==> config.mk <==
export PLATFORM = sky130hd
export DESIGN_NAME = lsq_disambig
export DESIGN_NICKNAME = d
export VERILOG_FILES = /design/src/rtl/lsq_pkg.sv /design/src/rtl/lsq_ctrl.sv /design/src/rtl/lsq_entries.sv /design/src/rtl/lsq_age_check.sv /design/src/rtl/lsq_disambig.sv
export SDC_FILE = /design/constraint.sdc
export NUM_CORES = 1
export LEC_CHECK = 0
export ABC_AREA = 1
export BUFFER_PORTS_ARGS = -buffer_cell sky130_fd_sc_hd__buf_2
export CORE_MARGIN = 2
export CORE_UTILIZATION = 60
export CTS_CLUSTER_DIAMETER = 150
export CTS_CLUSTER_SIZE = 20
export DETAILED_ROUTE_END_ITERATION = 16
export GPL_ROUTABILITY_DRIVEN = 0
export HOLD_SLACK_MARGIN = 0.05
export PLACE_DENSITY = 0.85
export SLEW_MARGIN = 0
export SYNTH_ARGS = -nofsm -noshare
export SYNTH_HDL_FRONTEND = slang
export SYNTH_HIERARCHICAL = 1
export SYNTH_SLANG_ARGS = --single-unit
export TNS_END_PERCENT = 30
==> constraint.sdc <==
create_clock -name clk -period 6.8 [get_ports clk]
set_input_delay 0.68 -clock clk [delete_from_list [all_inputs] [get_ports clk]]
set_output_delay 0.68 -clock clk [all_outputs]
set_load 0.02 [all_outputs]
==> src/rtl/lsq_pkg.sv <==
package lsq_pkg;
    typedef enum logic [1:0] {
        Q_EMPTY   = 2'd0,
        Q_PARTIAL = 2'd1,
        Q_FULL    = 2'd2
    } q_state_e;
endpackage

==> src/rtl/lsq_ctrl.sv <==
module lsq_ctrl
    import lsq_pkg::*;
#(
    parameter int DEPTH = 16,
    parameter int IDX_W = $clog2(DEPTH)
) (
    input  logic             clk,
    input  logic             rst_n,
    input  logic             alloc_valid,
    input  logic             commit_valid,
    input  logic             flush_valid,
    input  logic [IDX_W-1:0] flush_idx,
    output logic [IDX_W-1:0] head,
    output logic [IDX_W-1:0] tail,
    output logic             do_alloc,
    output logic             do_commit,
    output logic             do_flush,
    output logic [IDX_W-1:0] fl_off,
    output logic             q_full,
    output logic             q_empty
);
    localparam int CNT_W = IDX_W + 1;

    q_state_e         state, state_n;
    logic [CNT_W-1:0] cnt, cnt_n;

    assign fl_off    = flush_idx - head;
    assign do_flush  = flush_valid & ~q_empty;
    assign do_commit = commit_valid & ~q_empty;
    assign do_alloc  = alloc_valid & ~q_full & ~do_flush;

    always_comb begin
        if (do_flush)
            cnt_n = CNT_W'(fl_off) + CNT_W'(1) - CNT_W'(do_commit);
        else
            cnt_n = cnt + CNT_W'(do_alloc) - CNT_W'(do_commit);
    end

    // next state: named transitions
    always_comb begin
        state_n = state;
        if (do_flush) begin
            // FLUSH_CUT
            if (cnt_n == '0)                 state_n = Q_EMPTY;
            else if (cnt_n == CNT_W'(DEPTH)) state_n = Q_FULL;
            else                             state_n = Q_PARTIAL;
        end else begin
            unique case (state)
                Q_EMPTY:   if (cnt_n != '0) state_n = Q_PARTIAL;              // FIRST_ALLOC
                Q_PARTIAL: begin
                    if (cnt_n == CNT_W'(DEPTH)) state_n = Q_FULL;           // FILL
                    else if (cnt_n == '0)       state_n = Q_EMPTY;          // LAST_RETIRE
                end
                Q_FULL:    if (cnt_n != CNT_W'(DEPTH)) state_n = Q_PARTIAL; // DRAIN
                default:   state_n = Q_EMPTY;
            endcase
        end
    end

    // state register and pointers
    always_ff @(posedge clk) begin
        if (!rst_n) begin
            state <= Q_EMPTY;
            cnt   <= '0;
            head  <= '0;
            tail  <= '0;
        end else begin
            state <= state_n;
            cnt   <= cnt_n;
            if (do_commit) head <= head + IDX_W'(1);
            if (do_flush)      tail <= flush_idx + IDX_W'(1);
            else if (do_alloc) tail <= tail + IDX_W'(1);
        end
    end

    // outputs
    always_comb begin
        unique case (state)
            Q_EMPTY:   begin q_empty = 1'b1; q_full = 1'b0; end
            Q_PARTIAL: begin q_empty = 1'b0; q_full = 1'b0; end
            Q_FULL:    begin q_empty = 1'b0; q_full = 1'b1; end
            default:   begin q_empty = 1'b1; q_full = 1'b0; end
        endcase
    end
endmodule

==> src/rtl/lsq_entries.sv <==
module lsq_entries #(
    parameter int DEPTH = 16,
    parameter int IDX_W = $clog2(DEPTH),
    parameter int CMP_W = 12
) (
    input  logic                         clk,
    input  logic                         rst_n,
    input  logic [IDX_W-1:0]             head,
    input  logic [IDX_W-1:0]             tail,
    input  logic                         do_alloc,
    input  logic                         alloc_is_store,
    input  logic                         do_commit,
    input  logic                         do_flush,
    input  logic [IDX_W-1:0]             fl_off,
    input  logic                         sta_valid,
    input  logic [IDX_W-1:0]             sta_idx,
    input  logic [CMP_W-1:0]             sta_lo,
    output logic [DEPTH-1:0]             e_valid,
    output logic [DEPTH-1:0]             e_store,
    output logic [DEPTH-1:0]             e_known,
    output logic [DEPTH-1:0][CMP_W-1:0]  e_lo
);
    for (genvar i = 0; i < DEPTH; i++) begin : g_ent
        localparam logic [IDX_W-1:0] MY = IDX_W'(i);
        logic [IDX_W-1:0] off;
        assign off = MY - head;

        always_ff @(posedge clk) begin
            if (!rst_n) begin
                e_valid[i] <= 1'b0;
                e_store[i] <= 1'b0;
                e_known[i] <= 1'b0;
                e_lo[i]    <= '0;
            end else begin
                if (do_flush && (off > fl_off))
                    e_valid[i] <= 1'b0;
                else if (do_commit && (head == MY))
                    e_valid[i] <= 1'b0;
                if (do_alloc && (tail == MY)) begin
                    e_valid[i] <= 1'b1;
                    e_store[i] <= alloc_is_store;
                    e_known[i] <= 1'b0;
                end
                if (sta_valid && (sta_idx == MY)) begin
                    e_known[i] <= 1'b1;
                    e_lo[i]    <= sta_lo;
                end
            end
        end
    end
endmodule

==> src/rtl/lsq_age_check.sv <==
module lsq_age_check #(
    parameter int DEPTH = 16,
    parameter int IDX_W = $clog2(DEPTH),
    parameter int CMP_W = 12
) (
    input  logic [IDX_W-1:0]             head,
    input  logic                         ld_req,
    input  logic [IDX_W-1:0]             ld_idx,
    input  logic [CMP_W-1:0]             ld_lo,
    input  logic [DEPTH-1:0]             e_valid,
    input  logic [DEPTH-1:0]             e_store,
    input  logic [DEPTH-1:0]             e_known,
    input  logic [DEPTH-1:0][CMP_W-1:0]  e_lo,
    output logic                         ld_grant,
    output logic                         ld_stall
);
    logic [IDX_W-1:0] ld_off;
    logic [DEPTH-1:0] blocker;

    assign ld_off = ld_idx - head;

    for (genvar i = 0; i < DEPTH; i++) begin : g_cmp
        logic [IDX_W-1:0] off;
        logic             older;
        assign off        = IDX_W'(i) - head;
        assign older      = e_valid[i] & e_store[i] & (off < ld_off);
        assign blocker[i] = older & (~e_known[i] | (e_lo[i] == ld_lo));
    end

    assign ld_grant = ld_req & ~(|blocker);
    assign ld_stall = ld_req & (|blocker);
endmodule

==> src/rtl/lsq_disambig.sv <==
module lsq_disambig #(
    parameter int DEPTH  = 16,
    parameter int ADDR_W = 32,
    parameter int CMP_W  = 12,
    localparam int IDX_W = $clog2(DEPTH)
) (
    input  logic              clk,
    input  logic              rst_n,
    input  logic              alloc_valid,
    input  logic              alloc_is_store,
    output logic [IDX_W-1:0]  alloc_idx,
    output logic              q_full,
    output logic              q_empty,
    input  logic              sta_valid,
    input  logic [IDX_W-1:0]  sta_idx,
    input  logic [ADDR_W-1:0] sta_addr,
    input  logic              ld_req,
    input  logic [IDX_W-1:0]  ld_idx,
    input  logic [ADDR_W-1:0] ld_addr,
    output logic              ld_grant,
    output logic              ld_stall,
    input  logic              commit_valid,
    input  logic              flush_valid,
    input  logic [IDX_W-1:0]  flush_idx
);
    logic [IDX_W-1:0]            head, tail, fl_off;
    logic                        do_alloc, do_commit, do_flush;
    logic [DEPTH-1:0]            e_valid, e_store, e_known;
    logic [DEPTH-1:0][CMP_W-1:0] e_lo;
    logic                        unused_hi;

    assign unused_hi = ^{sta_addr[ADDR_W-1:CMP_W], ld_addr[ADDR_W-1:CMP_W]};
    assign alloc_idx = tail;

    lsq_ctrl #(.DEPTH(DEPTH), .IDX_W(IDX_W)) u_ctrl (
        .clk, .rst_n, .alloc_valid, .commit_valid, .flush_valid, .flush_idx,
        .head, .tail, .do_alloc, .do_commit, .do_flush, .fl_off,
        .q_full, .q_empty
    );

    lsq_entries #(.DEPTH(DEPTH), .IDX_W(IDX_W), .CMP_W(CMP_W)) u_ent (
        .clk, .rst_n, .head, .tail, .do_alloc, .alloc_is_store, .do_commit,
        .do_flush, .fl_off, .sta_valid, .sta_idx,
        .sta_lo(sta_addr[CMP_W-1:0]),
        .e_valid, .e_store, .e_known, .e_lo
    );

    lsq_age_check #(.DEPTH(DEPTH), .IDX_W(IDX_W), .CMP_W(CMP_W)) u_age (
        .head, .ld_req, .ld_idx, .ld_lo(ld_addr[CMP_W-1:0]),
        .e_valid, .e_store, .e_known, .e_lo, .ld_grant, .ld_stall
    );
endmodule

==> out/metrics.cfg <==
[status]
status = finished clean

[clocking]
post_cts_buffers = 0
cts_tree = done
cts_root_buffer = clkbuf_16
path_clk_slew_ps = 80
cts_hold_buffers = 0
clk_latency_ps = 490
htreeDepth = 1
cts.sinks = 255
ctsResizeCount = 0
cts_inserted_buffers = 16
clk_path_buf_depth = 3

[place]
dp_hpwl_um = 27180
place_area_mm2 = 0.01555
port_buffers = 51

[setup_path]
path_buf_inv = 3
criticalPathCategory = reg2out
cp.required_ps = 6120
end_kind = primary output
crit_chain = inv_1 -> ha_1 -> a21oi_4 -> nand2_2 -> nand2_4 -> nand2_4 -> inv_1 -> ha_1 -> a21oi_1 -> nand2_1 -> nor2_1 -> nand2_1 -> nand2_1 -> nor2_1 -> nand2_1 -> nor2_1 -> nor2_1 -> buf_2
cp_slowest_cell = dfxtp_1
worstSetupStartpointType = register
cp.arrival_ps = 3440
path_max_fanout = 10
path_delay_family = simple AND/OR/NAND/NOR gates
max_stage_delay_ps = 400

[logic_synthesis]
synth_cell_types = 40
syn_nets = 2459
ys_seq_area_frac = 0.3294
synth_cells = 2282
syn_area_mm2 = 0.01550
synth_area_leader_cell = dfxtp_1
synth_edf_count = 0
synth-seq-cells = 255
synth.most_common_cell = nand2_1
synth_flop_cell = dfxtp_1
synth_warnings = 6
avgSynthCellArea_um2 = 6.792
yosys-top-cells-count = 498 x nand2_1, 461 x nor2_1, 255 x dfxtp_1, 216 x inv_1, 200 x o21ai_0
netlist_top_cells_area = dfxtp_1 33%, nand2_1 12%, nor2_1 11%
synth-async-reset-ratio = 0
synth_top_area_share = 0.3294

[sta]
finalMaxSlewViolations = 0
fin_setup_tns_ps = 0
rsz0062_at_grt = no
fin_skew_ps = 14.40
setup-violations-final = 0
finalCriticalPeriod_ps = 4125
fmax_mhz = 242.4
max_slew_margin = 0.2670
worst_pin_slew_ps = 1100
period_share = 0.6066
hold_viol = 0

[hold_path]
hold_class = reg2reg

[routing]
drc = 0
drtIter0Drc = 1654
via_per_inst = 5.502
wire_per_inst_um = 16.06
vias = 14210
wl_um = 41480
antenna_left = 0
first_pass_iters = 8

[floorplanning]
die_w_um = 164.7
dieHeight_um = 164.7
dieArea_mm2 = 0.02713
core-area_mm2 = 0.02525
boundaryPins = 92
rows = 58
initial_utilization = 0.6138

[layout]
syn_to_final_growth_pct = 3.116
multi_input_area_mm2 = 0.008853
register_area_mm2 = 0.005105
n_antenna_cell = 0
post-route-cell-area_mm2 = 0.01598
nNetsFinal = 2430
fillers = 2232
drive_gt1_frac = 0.06303

[global_route]
overflow = 0
first_global_vias = 13120
grt_max_degree = 127
grt_pass1_wl_um = 65650
antenna_found_initial = 0
grt_usage = 0.3052

[power_and_ir_drop]
power_density_mw_per_mm2 = 248.5
p_leak_nw = 7.245
vdd_drop_max_mv = 0.2115
p_total_w = 0.003972

[job]
maxCapViolCount = 0

## worst reg2reg max path, stage by stage, from the launching register on
cell and delay [ps]:
dfxtp_1 400, inv_1 90, ha_1 340, nand2_1 150, inv_1 470, ha_1 330
inv_1 60, ha_1 190, fa_1 420, inv_1 70, nand2_1 50, o21ai_0 110
nand2_1 90, nor2_1 150, nand3_2 130, clkinv_1 110, nand3_2 120, nand2_2 90
nand2_1 50, nand2_1 70, nor2_2 40
## cells in the final DEF (no fill, tap or decap), types with 2 or more instances in the layout
cell type  synthesis  routed
clkinv_1           2       2
nor3_2             4       4
inv_1            216     216
clkbuf_16          0      17
buf_4              0       6
or2_2              3       3
inv_2             16      16
nor2_1           461     461
nand3b_1           3       3
nand3_1           72      72
ha_1              90      90
buf_2             37      50
dfxtp_1          255     255
a21oi_4            2       2
nor2_2            11      11
o21ai_0          200     200
nand4_1            3       3
nand2_4            6       6
fa_1               3       3
o21a_1             5       5
nand2_2           13      13
xor2_1            13      13
o21ai_1           11      11
a21oi_1          110     110
xnor2_1          162     162
nand2_1          498     498
nand3_2            8       8
a21o_1             2       2
## where the power goes
| group | switching (W) | internal (W) | total (W) | leakage (nW) |
|---|---|---|---|---|
| logic | 0.000932 | 0.000486 | 0.00142 | 4.97 |
| clock network | 0.000495 | 0.000447 | 0.000943 | 0.210 |
| registers | 0.0000540 | 0.00156 | 0.00161 | 2.07 |
| total | 0.00148 | 0.00249 | 0.00397 | 7.25 |
## final timing paths
check	startpoint	to	slack, ps	cells after the start
setup reg to reg	u_ctrl/state[1]	u_ctrl/state[1]	3200	20
hold / removal	u_ent/e_lo[36]	u_ent/e_lo[36]	460	2
setup / recovery	u_ctrl/head[2]	ld_stall	2680	18
hold reg to reg	u_ent/e_lo[36]	u_ent/e_lo[36]	460	2
## state kept, by name, summed over array words and instances (netlist names)
signal	flops
u_ent/e_lo	192
u_ctrl/cnt	5
u_ent/e_store	16
u_ctrl/tail	4
u_ent/e_valid	16
u_ent/e_known	16
u_ctrl/state	2
u_ctrl/head	4
## cells by family after synthesis
kind of cell,Yosys count,share of synthesized area
buffers and inverters,338,0.09945
and+or+nand+nor,1087,0.2838
adders and majority gates,93,0.07653
xor gates and xnor gates,176,0.09994
AOI/OAI and AO/OA,333,0.1109
DFF,255,0.3294
## final cells by class
class / count / share of cell area
tap: 330 / 0.02583
clock inverter: 1 / 0.0004697
clock buffer: 17 / 0.02662
timing repair buffer: 56 / 0.01848
inverter: 235 / 0.05527
multi-input combinational: 1689 / 0.5539
sequential: 255 / 0.3194
## metal layers
| layer | part of all wire | vias up | global-route usage |
|---|---|---|---|
| li1 | - | 6989 | - |
| met1 | 0.41 | 6492 | 0.3957 |
| met2 | 0.46 | 615 | 0.5131 |
| met3 | 0.085 | 115 | 0.03315 |
| met4 | 0.045 | 0 | 0.1379 |
| met5 | 0 | - | 0 |
## through the flow
stage / std cells / util / worst slack (ps) / hold slack, ps
after floorplan: 2282 / - / 3056 / 423.9
after global placement: 2565 / 0.6157 / 2984 / 440.4
after detailed placement: 2565 / 0.6157 / 2909 / 449.6
after CTS: 2583 / 0.6329 / 2660 / 462.4
after global routing: 2583 / 0.6329 / 2430 / 483.8
final: 2583 / 0.6329 / 2675 / 461.9
(Power assumes the default switching activity.)
